$ cat src/rtl/flash_rb_pkg.sv
package flash_rb_pkg;

    localparam int RB_DATA_W  = 8;
    localparam int POLL_BIT   = 7;
    localparam int TOGGLE_BIT = 6;
    localparam int LOCK_BIT   = 0;

    localparam logic [RB_DATA_W-1:0] MFR_CODE = 8'h1F;
    localparam logic [RB_DATA_W-1:0] DEV_CODE = 8'h17;

    typedef enum logic {
        OP_PROGRAM = 1'b0,
        OP_ERASE   = 1'b1
    } op_kind_e;

    typedef enum logic [1:0] {
        SRC_ARRAY  = 2'd0,
        SRC_STATUS = 2'd1,
        SRC_IDENT  = 2'd2
    } src_sel_e;

    typedef struct packed {
        logic     busy;
        op_kind_e kind;
        logic     final_msb;
        logic     toggle;
    } status_in_t;

    // Busy status wins over identification, which wins over the array.
    function automatic src_sel_e pick_source(input logic busy, input logic id_mode);
        if (busy)
            return SRC_STATUS;
        else if (id_mode)
            return SRC_IDENT;
        else
            return SRC_ARRAY;
    endfunction

endpackage

$ cat src/rtl/readback_strobe_toggle.sv
module readback_strobe_toggle (
    input  logic clk,
    input  logic rst,
    input  logic strobe,
    input  logic busy,
    output logic toggle_next
);
    logic strobe_q;
    logic toggle_q;
    logic strobe_rise;

    assign strobe_rise = strobe & ~strobe_q;
    assign toggle_next = (strobe_rise && busy) ? ~toggle_q : toggle_q;

    always_ff @(posedge clk) begin
        if (rst) begin
            strobe_q <= 1'b0;
            toggle_q <= 1'b0;
        end else begin
            strobe_q <= strobe;
            toggle_q <= toggle_next;
        end
    end
endmodule

$ cat src/rtl/readback_status_fmt.sv
module readback_status_fmt
    import flash_rb_pkg::*;
(
    input  status_in_t                st,
    output logic [RB_DATA_W-1:0]      status_byte
);
    logic poll_bit;

    always_comb begin
        case (st.kind)
            OP_ERASE:   poll_bit = 1'b0;
            default:    poll_bit = ~st.final_msb;
        endcase
    end

    for (genvar b = 0; b < RB_DATA_W; b++) begin : g_bits
        if (b == POLL_BIT) begin : g_poll
            assign status_byte[b] = poll_bit;
        end else if (b == TOGGLE_BIT) begin : g_tog
            assign status_byte[b] = st.toggle;
        end else begin : g_zero
            assign status_byte[b] = 1'b0;
        end
    end
endmodule

$ cat src/rtl/readback_id_resp.sv
module readback_id_resp
    import flash_rb_pkg::*;
#(
    parameter int ADDR_W = 17
) (
    input  logic [ADDR_W-1:0]    addr,
    input  logic                 lock_flag,
    output logic [RB_DATA_W-1:0] id_byte
);
    localparam int HI_W = ADDR_W - 2;

    logic upper_clear;

    assign upper_clear = (addr[ADDR_W-1:2] == {HI_W{1'b0}});

    always_comb begin
        id_byte = '0;
        if (upper_clear) begin
            case (addr[1:0])
                2'd0:    id_byte = MFR_CODE;
                2'd1:    id_byte = DEV_CODE;
                2'd2:    id_byte[LOCK_BIT] = lock_flag;
                default: id_byte = '0;
            endcase
        end
    end
endmodule

$ cat src/rtl/busy_readback_unit.sv
module busy_readback_unit
    import flash_rb_pkg::*;
#(
    parameter int ADDR_W = 17
) (
    input  logic              clk,
    input  logic              rst,
    input  logic              rd_strobe,
    input  logic [ADDR_W-1:0] rd_addr,
    input  logic              busy,
    input  logic              op_type,
    input  logic [7:0]        prog_byte,
    input  logic [7:0]        array_byte,
    input  logic              lock_flag,
    input  logic              id_mode,
    output logic [7:0]        rd_data
);
    logic                 toggle_next;
    status_in_t           st;
    logic [RB_DATA_W-1:0] status_byte;
    logic [RB_DATA_W-1:0] id_byte;
    logic [RB_DATA_W-1:0] next_data;
    src_sel_e             src;

    readback_strobe_toggle u_toggle (
        .clk         (clk),
        .rst         (rst),
        .strobe      (rd_strobe),
        .busy        (busy),
        .toggle_next (toggle_next)
    );

    assign st.busy      = busy;
    assign st.kind      = op_kind_e'(op_type);
    assign st.final_msb = prog_byte[POLL_BIT];
    assign st.toggle    = toggle_next;

    readback_status_fmt u_status (
        .st          (st),
        .status_byte (status_byte)
    );

    readback_id_resp #(.ADDR_W(ADDR_W)) u_ident (
        .addr      (rd_addr),
        .lock_flag (lock_flag),
        .id_byte   (id_byte)
    );

    assign src = pick_source(busy, id_mode);

    always_comb begin
        case (src)
            SRC_STATUS: next_data = status_byte;
            SRC_IDENT:  next_data = id_byte;
            default:    next_data = array_byte;
        endcase
    end

    always_ff @(posedge clk) begin
        if (rst)
            rd_data <= '0;
        else
            rd_data <= next_data;
    end
endmodule

$ cat config.mk
export PLATFORM = sky130hd
export DESIGN_NAME = busy_readback_unit
export DESIGN_NICKNAME = d
export VERILOG_FILES = /design/src/rtl/flash_rb_pkg.sv /design/src/rtl/readback_strobe_toggle.sv /design/src/rtl/readback_status_fmt.sv /design/src/rtl/readback_id_resp.sv /design/src/rtl/busy_readback_unit.sv
export SDC_FILE = /design/constraint.sdc
export NUM_CORES = 1
export LEC_CHECK = 0
export ABC_AREA = 1
export BUFFER_PORTS_ARGS = -buffer_cell sky130_fd_sc_hd__buf_2
export CAP_MARGIN = 20
export CORE_AREA = 2 2 39 41
export DETAILED_ROUTE_END_ITERATION = 7
export DIE_AREA = 0 0 41 43
export HOLD_SLACK_MARGIN = 0.08
export PLACE_DENSITY = 0.76
export SYNTH_ARGS = -nofsm -noshare
export SYNTH_HDL_FRONTEND = slang
export SYNTH_SLANG_ARGS = --single-unit
$ cat constraint.sdc
create_clock -name clk -period 1.2 [get_ports clk]
set_input_delay 0.24 -clock clk [delete_from_list [all_inputs] [get_ports clk]]
set_output_delay 0.24 -clock clk [all_outputs]
set_load 0.02 [all_outputs]
After elaboration in Yosys (flattened, before gate mapping):

Index checks and enable logic that the tools add are counted.

* muxes and demuxes: 8
* equal/unequal tests: 4
* bitwise gates (word level): 4
* reduce and logical (&&, ||, !) cells: 4

Operator list (count)
* case mux 8 bit (2 select lines): 1
* logical NOT 15 bit: 1
* 2-to-1 mux 8 bit: 1
* case mux 4 bit (2 select lines): 1
* equality test 2 x 1 -> 1 bit, second input constant: 2
* equality test 2 bit, second input constant: 2
* 2-to-1 mux 2 bit: 2
* inverter 1 bit: 3
* logical NOT 2 bit: 1
* 2-to-1 mux 1 bit: 2
* case mux 1 bit (2 select lines): 1
* OR reduction 2 bit: 1
* bitwise AND 1 bit: 1
* logical AND 1 bit: 1

* logic and storage cells: 23
* bits of input ports: 40
* output and inout port bits: 8
* register bits: 10

Depth between registers and ports, before layout:

Gate-level depths: netlist (run 1).

* word-level depth: 5
* mapped depth: 6
* mapped depth without buffers: 6

Modules after synthesis:

Synthesis (run 1) repeated with hierarchy kept, for this count alone.

* cell total of the unflattened synthesis: 111
* area total of the unflattened synthesis: 691.9 µm²

Modules (own cells, without submodules)
* busy_readback_unit: sequential area each 160.2 µm², area an instance 415.4 µm², instances 1, cells an instance 61
* readback_id_resp: sequential area each 0.0 µm², area an instance 125.1 µm², instances 1, cells an instance 28
* readback_strobe_toggle: sequential area each 40.0 µm², area an instance 83.8 µm², instances 1, cells an instance 12
* readback_status_fmt: sequential area each 0.0 µm², area an instance 67.6 µm², instances 1, cells an instance 10

Least setup slack after synthesis (run 1):

OpenSTA, ideal clock, no wires.

* path kind: input-to-reg
* from: input port id_mode
* to: register rd_data[6]
* arrival time: 764 ps
* data required time: 1133 ps
* setup time: 67 ps
* stages on the path: 3
* path buffers: 0
* path slack: 368 ps
* cell sequence: nor2_1 -> nand2_1 -> a21oi_2

* longest elaborated chain between the ends: 4
* elaborated cells on any way between the ends: 5
* classes of those cells: eq/ne (2); mux (3)

Ends and longest elaborated chain
* from (decl): RTL line busy_readback_unit.sv:15 `input logic id_mode,`
* 2-to-1 mux 2 bit *: RTL line flash_rb_pkg.sv:33 `else if (id_mode)`
* 2-to-1 mux 2 bit *: RTL line flash_rb_pkg.sv:31 `if (busy)`
* equality test 2 bit / equality test 2 x 1 -> 1 bit (equally long branches): RTL line busy_readback_unit.sv:52 `case (src)`
* case mux 8 bit (2 select lines) *: RTL line busy_readback_unit.sv:52
* to (signal assigned): RTL line busy_readback_unit.sv:63 `rd_data <= next_data;`
* to (decl): RTL line busy_readback_unit.sv:16 `output logic [7:0] rd_data`

Mark *: on every way between the ends. The rest lies on a longest branch, timed or not.
A chain may end at the register's enable or synchronous reset.

Worst setup path in the final report (run 1):

* from: register rd_data[7]
* to: output port rd_data[7]

No word-level cell between the ends.

==> results of run 1 <==
-- stage by stage --
step                      worst slack, ns  cell area [um2]  power, W
after floorplan                     0.368              422  0.000409
after global placement              0.174              646  0.000475
after detailed placement            0.120              646  0.000480
after CTS                           0.220              668  0.000689
after global routing                0.191              668  0.000732
final                               0.233              668  0.000682
-- flip-flops by register name (all words and copies together) (netlist names) --
register           cells
rd_data                8
u_toggle.strobe_q      1
u_toggle.toggle_q      1
-- cell families after synthesis --
family          share of synthesized area [%]
flops                                    47.5
buf+inv                                  5.34
xor+xnor                                 2.08
simple gates                             34.7
compound gates                           10.4
-- cell type report --
cell class / count / area, um2
clock buffer: 3 / 22.5
timing repair buffer: 41 / 208
inverter: 5 / 18.8
fill: 150 / 716
multi-input combinational: 46 / 199
sequential: 10 / 200
tap: 16 / 20.0
-- metal layers --
metal	GRT usage (%)	wire [um]
met4	6.00	0
met3	4.71	80
met1	14.8	389
met5	0	0
met2	25.6	598
-- power breakdown --
part / internal [W] / switching (W) / leakage (nW)
clock network: 0.000115 / 0.0000962 / 0.0138
registers: 0.000346 / 0.00000350 / 0.0818
logic: 0.0000621 / 0.0000597 / 0.271
total: 0.000523 / 0.000159 / 0.367
-- worst min-delay path by stage --
stage / from / cells after the start / to / slack (ns)
6_report: array_byte[5] / 3 / rd_data[5] / 0.20
5_1_grt: rd_strobe / 3 / u_toggle.strobe_q / 0.20
4_1_cts: array_byte[5] / 3 / rd_data[5] / 0.20
3_5_place_dp: array_byte[5] / 3 / rd_data[5] / 0.46
3_3_place_gp: rd_strobe / 3 / u_toggle.strobe_q / 0.46
2_1_floorplan: rd_strobe / 2 / u_toggle.strobe_q / 0.35
-- placed cells by master (no fill, tap or decap) --
cell type,n
dfxtp_1,10
buf_2,40
xor2_1,1
nand4_1,1
buf_4,1
a21oi_1,7
clkbuf_4,3
nand3_1,2
inv_1,5
nor2b_1,1
nand2_1,16
nor2_1,17
a21oi_2,1
==> results.json, run 1 <==
{
  "status": "finished, final reports clean",
  "cts_setup_buffers": 0,
  "critPathRequiredTime_ns": 0.96,
  "seq_area_frac_synth_pct": 47.5,
  "root_buffer": "clkbuf_4",
  "syn_inst": 62,
  "initial_utilization_pct": 30.5,
  "drt_iter0_drc": 7,
  "routedWlPerCell_um": 8.83,
  "timing.final.crit_share_pct": 80.6,
  "rows": 14,
  "gp_congestion": 0.683,
  "timing.rr.end": "rd_data[6]",
  "maxCapViolations": 0,
  "critical-path-max-stage-delay_ns": 0.32,
  "wl_mm": 1.07,
  "r2r_slack_ns": 0.34,
  "vias": 520,
  "final-setup-viol-count": 0,
  "place_inst": 118,
  "die_area_um2": 1760,
  "ys_types": 11,
  "cts_buffer_depth": 2,
  "drc": 0,
  "crit_family": "flip-flops",
  "overflow": 0,
  "yosysWarnings": 0,
  "synth_edf_count": 0,
  "slew_violations": 0,
  "grt_max_degree": 11,
  "synth_ff_type": "dfxtp_1",
  "cts_made_buffers": 3,
  "clkLatencyLatePin_ns": 0.25,
  "async_reset_ff_share_pct": 0,
  "worst_pin_slew_ns": 0.205,
  "worst-path-stages": 1,
  "hp-class": "in2reg",
  "min_period_ns": 0.967,
  "rsz0062_at_grt": "no",
  "ir_drop_uv": 767,
  "crit_path_start_kind": "flip-flop",
  "maxSlewHeadroom_pct": 86.3,
  "avgViaCountPerCell": 4.30,
  "netlist.area_leader.share_pct": 47.5,
  "grt_pass1_vias": 494,
  "drt_first_pass_iters": 2,
  "hold_viol": 0,
  "slowest_stage": "dfxtp_1",
  "p_per_area_nw_per_um2": 1020,
  "fmax_mhz": 1030,
  "ctsHtreeMaxLevel": 1,
  "cts_tree": "built",
  "syn_nets": 102,
  "crit_arrival_ns": 0.73,
  "die_y_um": 43,
  "num-nets-final": 147,
  "stdcell_count": 121,
  "crit_type": "reg2out",
  "ctsResizeCount": 0,
  "tns_ns": 0,
  "finish.utilization_pct": 48.3,
  "grt_pass1_wl_mm": 1.76,
  "path_clk_slew_ns": 0.06,
  "n_antenna_cell": 0,
  "ff2ff_path_depth": 4,
  "hold-worst-slack_ns": 0.202,
  "synth_most_common_cell": "nor2_1",
  "io_buffers": 40,
  "startpoint": "rd_data[7]",
  "syn_to_final_growth_pct": 58.5,
  "crit_fanout": 1,
  "synth_area_leaders": "dfxtp_1 47%, nor2_1 15%, nand2_1 14%",
  "die_x_um": 41,
  "antenna_found_initial": 0,
  "syn-mean-instance-area_um2": 6.80,
  "skew_ns": 0.0000962,
  "io_pins": 48,
  "drive_above_1_share_pct": 42.9,
  "reg2reg_from": "u_toggle.strobe_q",
  "syn_area_um2": 422,
  "worstSetupEndpointType": "output pin",
  "crit_chain": "buf_2",
  "core_area_um2": 1380,
  "crit_path_end": "rd_data[7]",
  "p_leak_nw": 0.367,
  "yosys.area.top_type": "dfxtp_1",
  "cts-hold-fix-buffers": 0,
  "worst-path-buf-inv": 1,
  "cts.sinks": 10,
  "drtAntennaViolNets": 0,
  "ys_ff_latch": 10,
  "synthTopCellsByCount": "17 x nor2_1, 16 x nand2_1, 10 x dfxtp_1",
  "place_hpwl_um": 917,
  "grt_use_total_pct": 14.7
}
Power figures use the tool's default switching activity.
==> inputs of run 2 (changes only) <==
- ABC_AREA: 1 -> 0
- CORE_AREA: 2 2 39 41 -> default
- CORE_UTILIZATION: default -> 30
- DIE_AREA: 0 0 41 43 -> default
- PLACE_DENSITY: 0.76 -> 0.74
- clock period: 1.2 -> 0.9 ns (I/O delays scaled with it)
==> run 2 against run 1 <==
Net effect:
- register-to-register slack worse by 0.24 ns
- sequential share of layout area is 3.4 points lower
- global-route usage is 0.55 points higher
- flip-flop and latch count stayed put
- clock skew hardly changed
- total power is 56% higher
- clock-buffer cell count is 1 higher
- die area is 15% lower
- via count is 8.5% lower
==> results.json, run 2 <==
{
  "status": "finished, final reports clean",
  "ir_drop_uv": 704,
  "antenna_found_initial": 0,
  "synth-compound-area-share_pct": 14.9,
  "largest_register_ffs": 8,
  "synth_area_leaders": "dfxtp_1 50%, nor4_2 6.2%, a21o_1 5.6%",
  "crit_arrival_ns": 0.70,
  "num-nets-final": 131,
  "grt_max_degree": 7,
  "core_area_um2": 1170,
  "crit_chain": "buf_6",
  "overflow": 0,
  "path_clk_slew_ns": 0.07,
  "routedWlPerCell_um": 10.3,
  "critPathRequiredTime_ns": 0.72,
  "cts_made_buffers": 3,
  "ys_ff_latch": 10,
  "synth_ff_type": "dfxtp_1",
  "preCtsSetupSlack_ns": -0.255,
  "place_inst": 100,
  "initial_utilization_pct": 34.5,
  "wl_mm": 1.07,
  "seqCellArea_um2": 209,
  "crit_path_start_kind": "flip-flop",
  "root_buffer": "clkbuf_4",
  "die_x_um": 38.7,
  "final-setup-viol-count": 0,
  "seq_area_frac_synth_pct": 49.5,
  "synth_most_common_cell": "dfxtp_1",
  "syn_area_um2": 404,
  "synth_top_family_by_area": "simple AND/OR/NAND/NOR gates",
  "clkLatencyLatePin_ns": 0.26,
  "synth-simple-area-share_pct": 30.3,
  "drive_above_1_share_pct": 71.1,
  "multi_input_area_um2": 231,
  "rows": 12,
  "post-route-worst-setup-slack_ns": 0.0180,
  "regMostFlops": "rd_data",
  "worst-path-buf-inv": 1,
  "die_y_um": 38.7,
  "critical-path-max-stage-delay_ns": 0.32,
  "place_hpwl_um": 871,
  "ctsHtreeMaxLevel": 1,
  "avgViaCountPerCell": 4.58,
  "synthTopCellsByCount": "10 x dfxtp_1, 6 x nor2_1, 3 x a21o_1",
  "rsz0062_at_grt": "yes",
  "die_area_um2": 1500,
  "grt_pass1_wl_mm": 1.50,
  "synthXorXnorAreaFrac_pct": 4.33,
  "async_reset_ff_share_pct": 0,
  "stdcell_count": 104,
  "top_regs": "rd_data: 8 flops, u_toggle.strobe_q: 1 flops, u_toggle.toggle_q: 1 flops",
  "crit_fanout": 1,
  "hold_viol": 0,
  "io_buffers": 40,
  "drt_first_pass_iters": 1,
  "syn_inst": 41,
  "maxSlewHeadroom_pct": 83.1,
  "n_antenna_cell": 0,
  "syn_to_final_growth_pct": 94.4,
  "crit_type": "reg2out",
  "min_period_ns": 0.882,
  "cts.sinks": 10,
  "crit_family": "flip-flops",
  "hp-class": "in2reg",
  "drc": 0,
  "ys_types": 17,
  "worst_pin_slew_ns": 0.253,
  "synth_fa_ha_area_share_pct": 0,
  "grt_pass1_vias": 392,
  "grt_use_total_pct": 15.2,
  "final_cell_mix": "32 x buf_2, 8 x buf_6, 7 x dfxtp_2",
  "place_area_um2": 659,
  "slew_violations": 0,
  "vias": 476,
  "netlist.area_leader.share_pct": 49.5,
  "drt_iter0_drc": 0,
  "yosys.area.top_type": "dfxtp_1",
  "drtAntennaViolNets": 0,
  "io_pins": 48,
  "worstSetupEndpointType": "output pin",
  "syn_nets": 81,
  "gp_congestion": 0.749,
  "finalInstanceArea_um2": 786,
  "synth_edf_count": 0,
  "cts_setup_buffers": 0,
  "yosysWarnings": 0,
  "p_leak_nw": 0.404,
  "slowest_stage": "dfxtp_2",
  "nFillCells": 104,
  "syn-mean-instance-area_um2": 9.86,
  "p_per_area_nw_per_um2": 1360,
  "fmax_mhz": 1130,
  "cts_buffer_depth": 2,
  "cts_tree": "built",
  "maxCapViolations": 0,
  "muxShareOfSynthArea_pct": 0,
  "final_common_cell": "buf_2",
  "skew_ns": 0.0000589,
  "timing.final.crit_share_pct": 98.0
}
==> run 2: changes by cell type in the layout (fill, tap and decap cells not counted), sizes merged, moves of 2 or more <==
cell,before,now
a21oi,8,0
nand2,16,2
inv,5,1
nor2,17,6
a22oi,0,2
buf,41,45
nor3,0,4
nor4,0,3
a21o,0,3
a22o,0,2
==> run 2: worst paths after layout <==
check                          from                end  slack, ns  cells past startpoint
hold / removal        array_byte[1]         rd_data[1]       0.11                      2
setup reg to reg  u_toggle.strobe_q         rd_data[6]       0.10                      4
setup / recovery         rd_data[2]         rd_data[2]       0.02                      1
hold reg to reg   u_toggle.toggle_q  u_toggle.toggle_q       0.55                      2
==> run 2: layout make-up <==
class	instances	share of cell area, %
well taps	14	2.23
repair buffers	45	36.6
inverters	1	0.478
multi-input cells	30	29.5
flip-flops and latches	10	26.6
clock buffers	4	4.62
==> run 2: cell families after synthesis <==
| group | count (synthesis) |
|---|---|
| XOR/XNOR | 2 |
| buffers and inverters | 1 |
| AND/OR/NAND/NOR | 20 |
| AO/OA/AOI/OAI | 8 |
| flip-flops | 10 |
==> run 2: timing repair <==
action,in CTS,in global routing
resized for setup,6,23
pin swaps,0,1
setup endpoints to repair,4,14
hold buffers,0,0
==> run 2: power breakdown <==
part	leakage (nW)	internal [W]	total [W]	switching, W
Sequential	0.0849	0.000463	0.000472	0.00000913
Clock	0.0210	0.000245	0.000400	0.000154
Combinational	0.298	0.000113	0.000195	0.0000824
Total	0.404	0.000821	0.00107	0.000246
==> run 2: layer usage <==
layer | GRT usage (%) | share of wire (%)
met5 | 0 | 0
met4 | 10.3 | 1.6
met3 | 5.20 | 8.8
met2 | 23.3 | 47
met1 | 17.5 | 43
==> run 2: per-stage QoR <==
| step | hold WS, ns | util [%] | TNS (ns) | total power (W) |
|---|---|---|---|---|
| floorplan | 0.252 | - | 0 | 0.000536 |
| global placement | 0.379 | 56.3 | -0.953 | 0.000648 |
| detailed placement | 0.381 | 56.3 | -1.27 | 0.000650 |
| CTS | 0.110 | 60.7 | 0 | 0.00105 |
| global route | 0.106 | 67.1 | -0.0666 | 0.00111 |
| finish | 0.112 | 67.1 | 0 | 0.00107 |
==> inputs of run 3 (changes only) <==
- CORE_UTILIZATION: 30 -> 42
- PLACE_DENSITY: 0.74 -> 0.83
- SYNTH_HIERARCHICAL: default -> 1
- clock period: 0.9 -> 1.11 ns (I/O delays scaled with it)
==> run 3 against run 2 <==
Net effect:
- the run now ends with setup timing left
- setup slack got worse by 0.38 ns
- global-route usage increased by 1.2 points
- critical path depth increased by 5
- via count increased by 20%
- cell area increased by 10%
- first-iteration DRC count increased by 9
- largest cell class is now multi-input combinational cells
- largest power group unchanged
==> results.json, run 3 <==
{
  "swShare_pct": 25.4,
  "crit_arrival_ns": 1.66,
  "die_x_um": 41.5,
  "ys_types": 22,
  "critical-path-max-stage-delay_ns": 0.53,
  "finalInstanceArea_um2": 865,
  "wl_mm": 1.35,
  "min_period_ns": 1.48,
  "clkLatencyLatePin_ns": 0.26,
  "drc": 0,
  "p_seq_share_pct": 42.3,
  "n_antenna_cell": 0,
  "num-nets-final": 149,
  "place_area_um2": 817,
  "hold_viol": 0,
  "synthTopCellsByCount": "13 x buf_4, 10 x dfxtp_1, 8 x a211oi_1, 8 x mux2i_1, 8 x nor2b_1",
  "cts_buffer_depth": 2,
  "synth_area_leaders": "dfxtp_1 31%, buf_4 15%, mux2i_1 12%",
  "grt_pass1_wl_mm": 2.19,
  "seq_area_frac_synth_pct": 30.6,
  "final-setup-viol-count": 5,
  "die_y_um": 41.5,
  "largest_register_ffs": 8,
  "yosys.area.top_type": "dfxtp_1",
  "power_switching_w": 0.000235,
  "hp-class": "in2reg",
  "syn_inst": 69,
  "antenna_found_initial": 0,
  "core_area_um2": 1370,
  "p_leak_nw": 0.445,
  "synth_edf_count": 0,
  "drt_first_pass_iters": 3,
  "synth_ff_type": "dfxtp_1",
  "cts-hold-fix-buffers": 0,
  "timing.final.crit_share_pct": 133,
  "rsz0062_at_grt": "yes",
  "nFillCells": 128,
  "vias": 570,
  "post-route-worst-setup-slack_ns": -0.366,
  "async_reset_ff_share_pct": 0,
  "synth_most_common_cell": "buf_4",
  "io_buffers": 40,
  "slew_violations": 0,
  "ys_ff_latch": 10,
  "avgViaCountPerCell": 4.63,
  "syn_area_um2": 654,
  "crit_fanout": 2,
  "grt_use_total_pct": 16.4,
  "netlist.area_leader.share_pct": 30.6,
  "ir_drop_uv": 440,
  "p_comb_share_pct": 22.3,
  "critPathRequiredTime_ns": 1.29,
  "path_clk_slew_ns": 0.07,
  "gp_congestion": 0.775,
  "grt_pass1_vias": 546,
  "top_regs": "rd_data: 8 flops, u_toggle/strobe_q: 1 flops, u_toggle/toggle_q: 1 flops",
  "drive_above_1_share_pct": 51.9,
  "violations": "setup timing",
  "status": "complete, but fails checks",
  "p_per_area_nw_per_um2": 1070,
  "p_clk_share_pct": 35.5,
  "hold-worst-slack_ns": 0.215,
  "overflow": 0,
  "cts.sinks": 10,
  "die_area_um2": 1720,
  "grt_max_degree": 11,
  "crit_type": "in2reg",
  "initial_utilization_pct": 47.9,
  "syn-mean-instance-area_um2": 9.48,
  "cts_tree": "built",
  "final_cell_mix": "39 x buf_2, 10 x dfxtp_1, 9 x conb_1",
  "maxCapViolations": 0,
  "cts_made_buffers": 3,
  "syn_to_final_growth_pct": 32.1,
  "yosysWarnings": 6,
  "regMostFlops": "rd_data",
  "drt_iter0_drc": 9,
  "final_common_cell": "buf_2",
  "crit_chain": "buf_6 > or4_4 > or3_4 > nor3_2 > mux2i_1 > a211oi_2",
  "slowest_stage": "or4_4",
  "skew_ns": 0.0000518,
  "root_buffer": "clkbuf_4",
  "ctsHtreeMaxLevel": 1,
  "crit_path_start_kind": "primary input",
  "routedWlPerCell_um": 11.0,
  "io_pins": 48,
  "worstSetupEndpointType": "flip-flop",
  "rows": 13,
  "intPower_w": 0.000688,
  "fmax_mhz": 677,
  "drtAntennaViolNets": 0
}
## run 3: cell count changes in the layout (fill, tap and decap cells not counted), sizes merged, moves of 3 or more
| cell | previous run | this run |
|---|---|---|
| a211oi | 0 | 8 |
| nor3 | 4 | 1 |
| mux2i | 0 | 8 |
| conb | 0 | 9 |
| a21o | 3 | 0 |
| nor2b | 2 | 8 |
## run 3: stage by stage
stage	setup slack [ns]	utilization [%]	total power, W	cells	TNS, ns
6_report	-0.366	63.3	0.000923	123	-1.68
5_1_grt	-0.442	63.3	0.000965	123	-1.98
4_1_cts	-0.375	62.9	0.000930	123	-1.72
3_5_place_dp	-0.701	59.8	0.000601	119	-3.21
3_3_place_gp	-0.626	59.8	0.000594	119	-2.96
2_1_floorplan	-0.523	-	0.000538	76	-2.35
## run 3: final cells by class
type | instances | area, um2 | area share, %
Multi-Input combinational cell | 50 | 377 | 43.6
Timing Repair Buffer | 43 | 229 | 26.5
Sequential cell | 10 | 200 | 23.2
Clock buffer | 4 | 36.3 | 4.20
Tap cell | 15 | 18.8 | 2.17
Inverter | 1 | 3.75 | 0.434
## run 3: critical path: cells and delay by family
kind,cells,cell delay [ns]
compound gates,1,0.18
buf+inv,1,0.09
mux,1,0.10
simple gates,3,1.07
## run 3: layer usage
metal  wire, um  track usage, %
met5          0               0
met4         12            10.3
met3         36            4.78
met2        795            30.6
met1        503            15.2
## run 3: cell families (layout without fill, tap and decap cells)
| logic type | Yosys count | in the layout | synth area share [%] |
|---|---|---|---|
| AND/OR/NAND/NOR | 22 | 22 | 24.1 |
| flip-flops | 10 | 10 | 30.6 |
| multiplexers | 9 | 9 | 14.5 |
| buffers and inverters | 16 | 48 | 17.8 |
| other | 2 | 9 | 1.15 |
| XOR/XNOR | 1 | 1 | 1.34 |
| AO/OA/AOI/OAI | 9 | 9 | 10.5 |
## run 3: worst paths after layout
kind	startpoint	end	slack, ns	depth (start not counted)
min reg2reg	u_toggle/strobe_q	u_toggle/toggle_q	0.60	2
max reg2reg	u_toggle/strobe_q	rd_data[6]	0.20	4
max	rd_addr[2]	rd_data[3]	-0.37	6
min	rst	rd_data[6]	0.22	2
## run 3: power groups by stage
stage                     clock [W]  combinational (W)  sequential (W)
final                      0.000327           0.000206        0.000390
after global routing       0.000349           0.000224        0.000392
after CTS                  0.000335           0.000205        0.000390
after detailed placement          0           0.000202        0.000399
after global placement            0           0.000196        0.000398
after floorplan                   0           0.000113        0.000426
## run 3: timing repair
item / CTS / global route
pin swaps: 3 / 1
resized for setup: 1 / 1
setup buffers: 0 / 0
endpoints found under the setup margin: 5 / 5
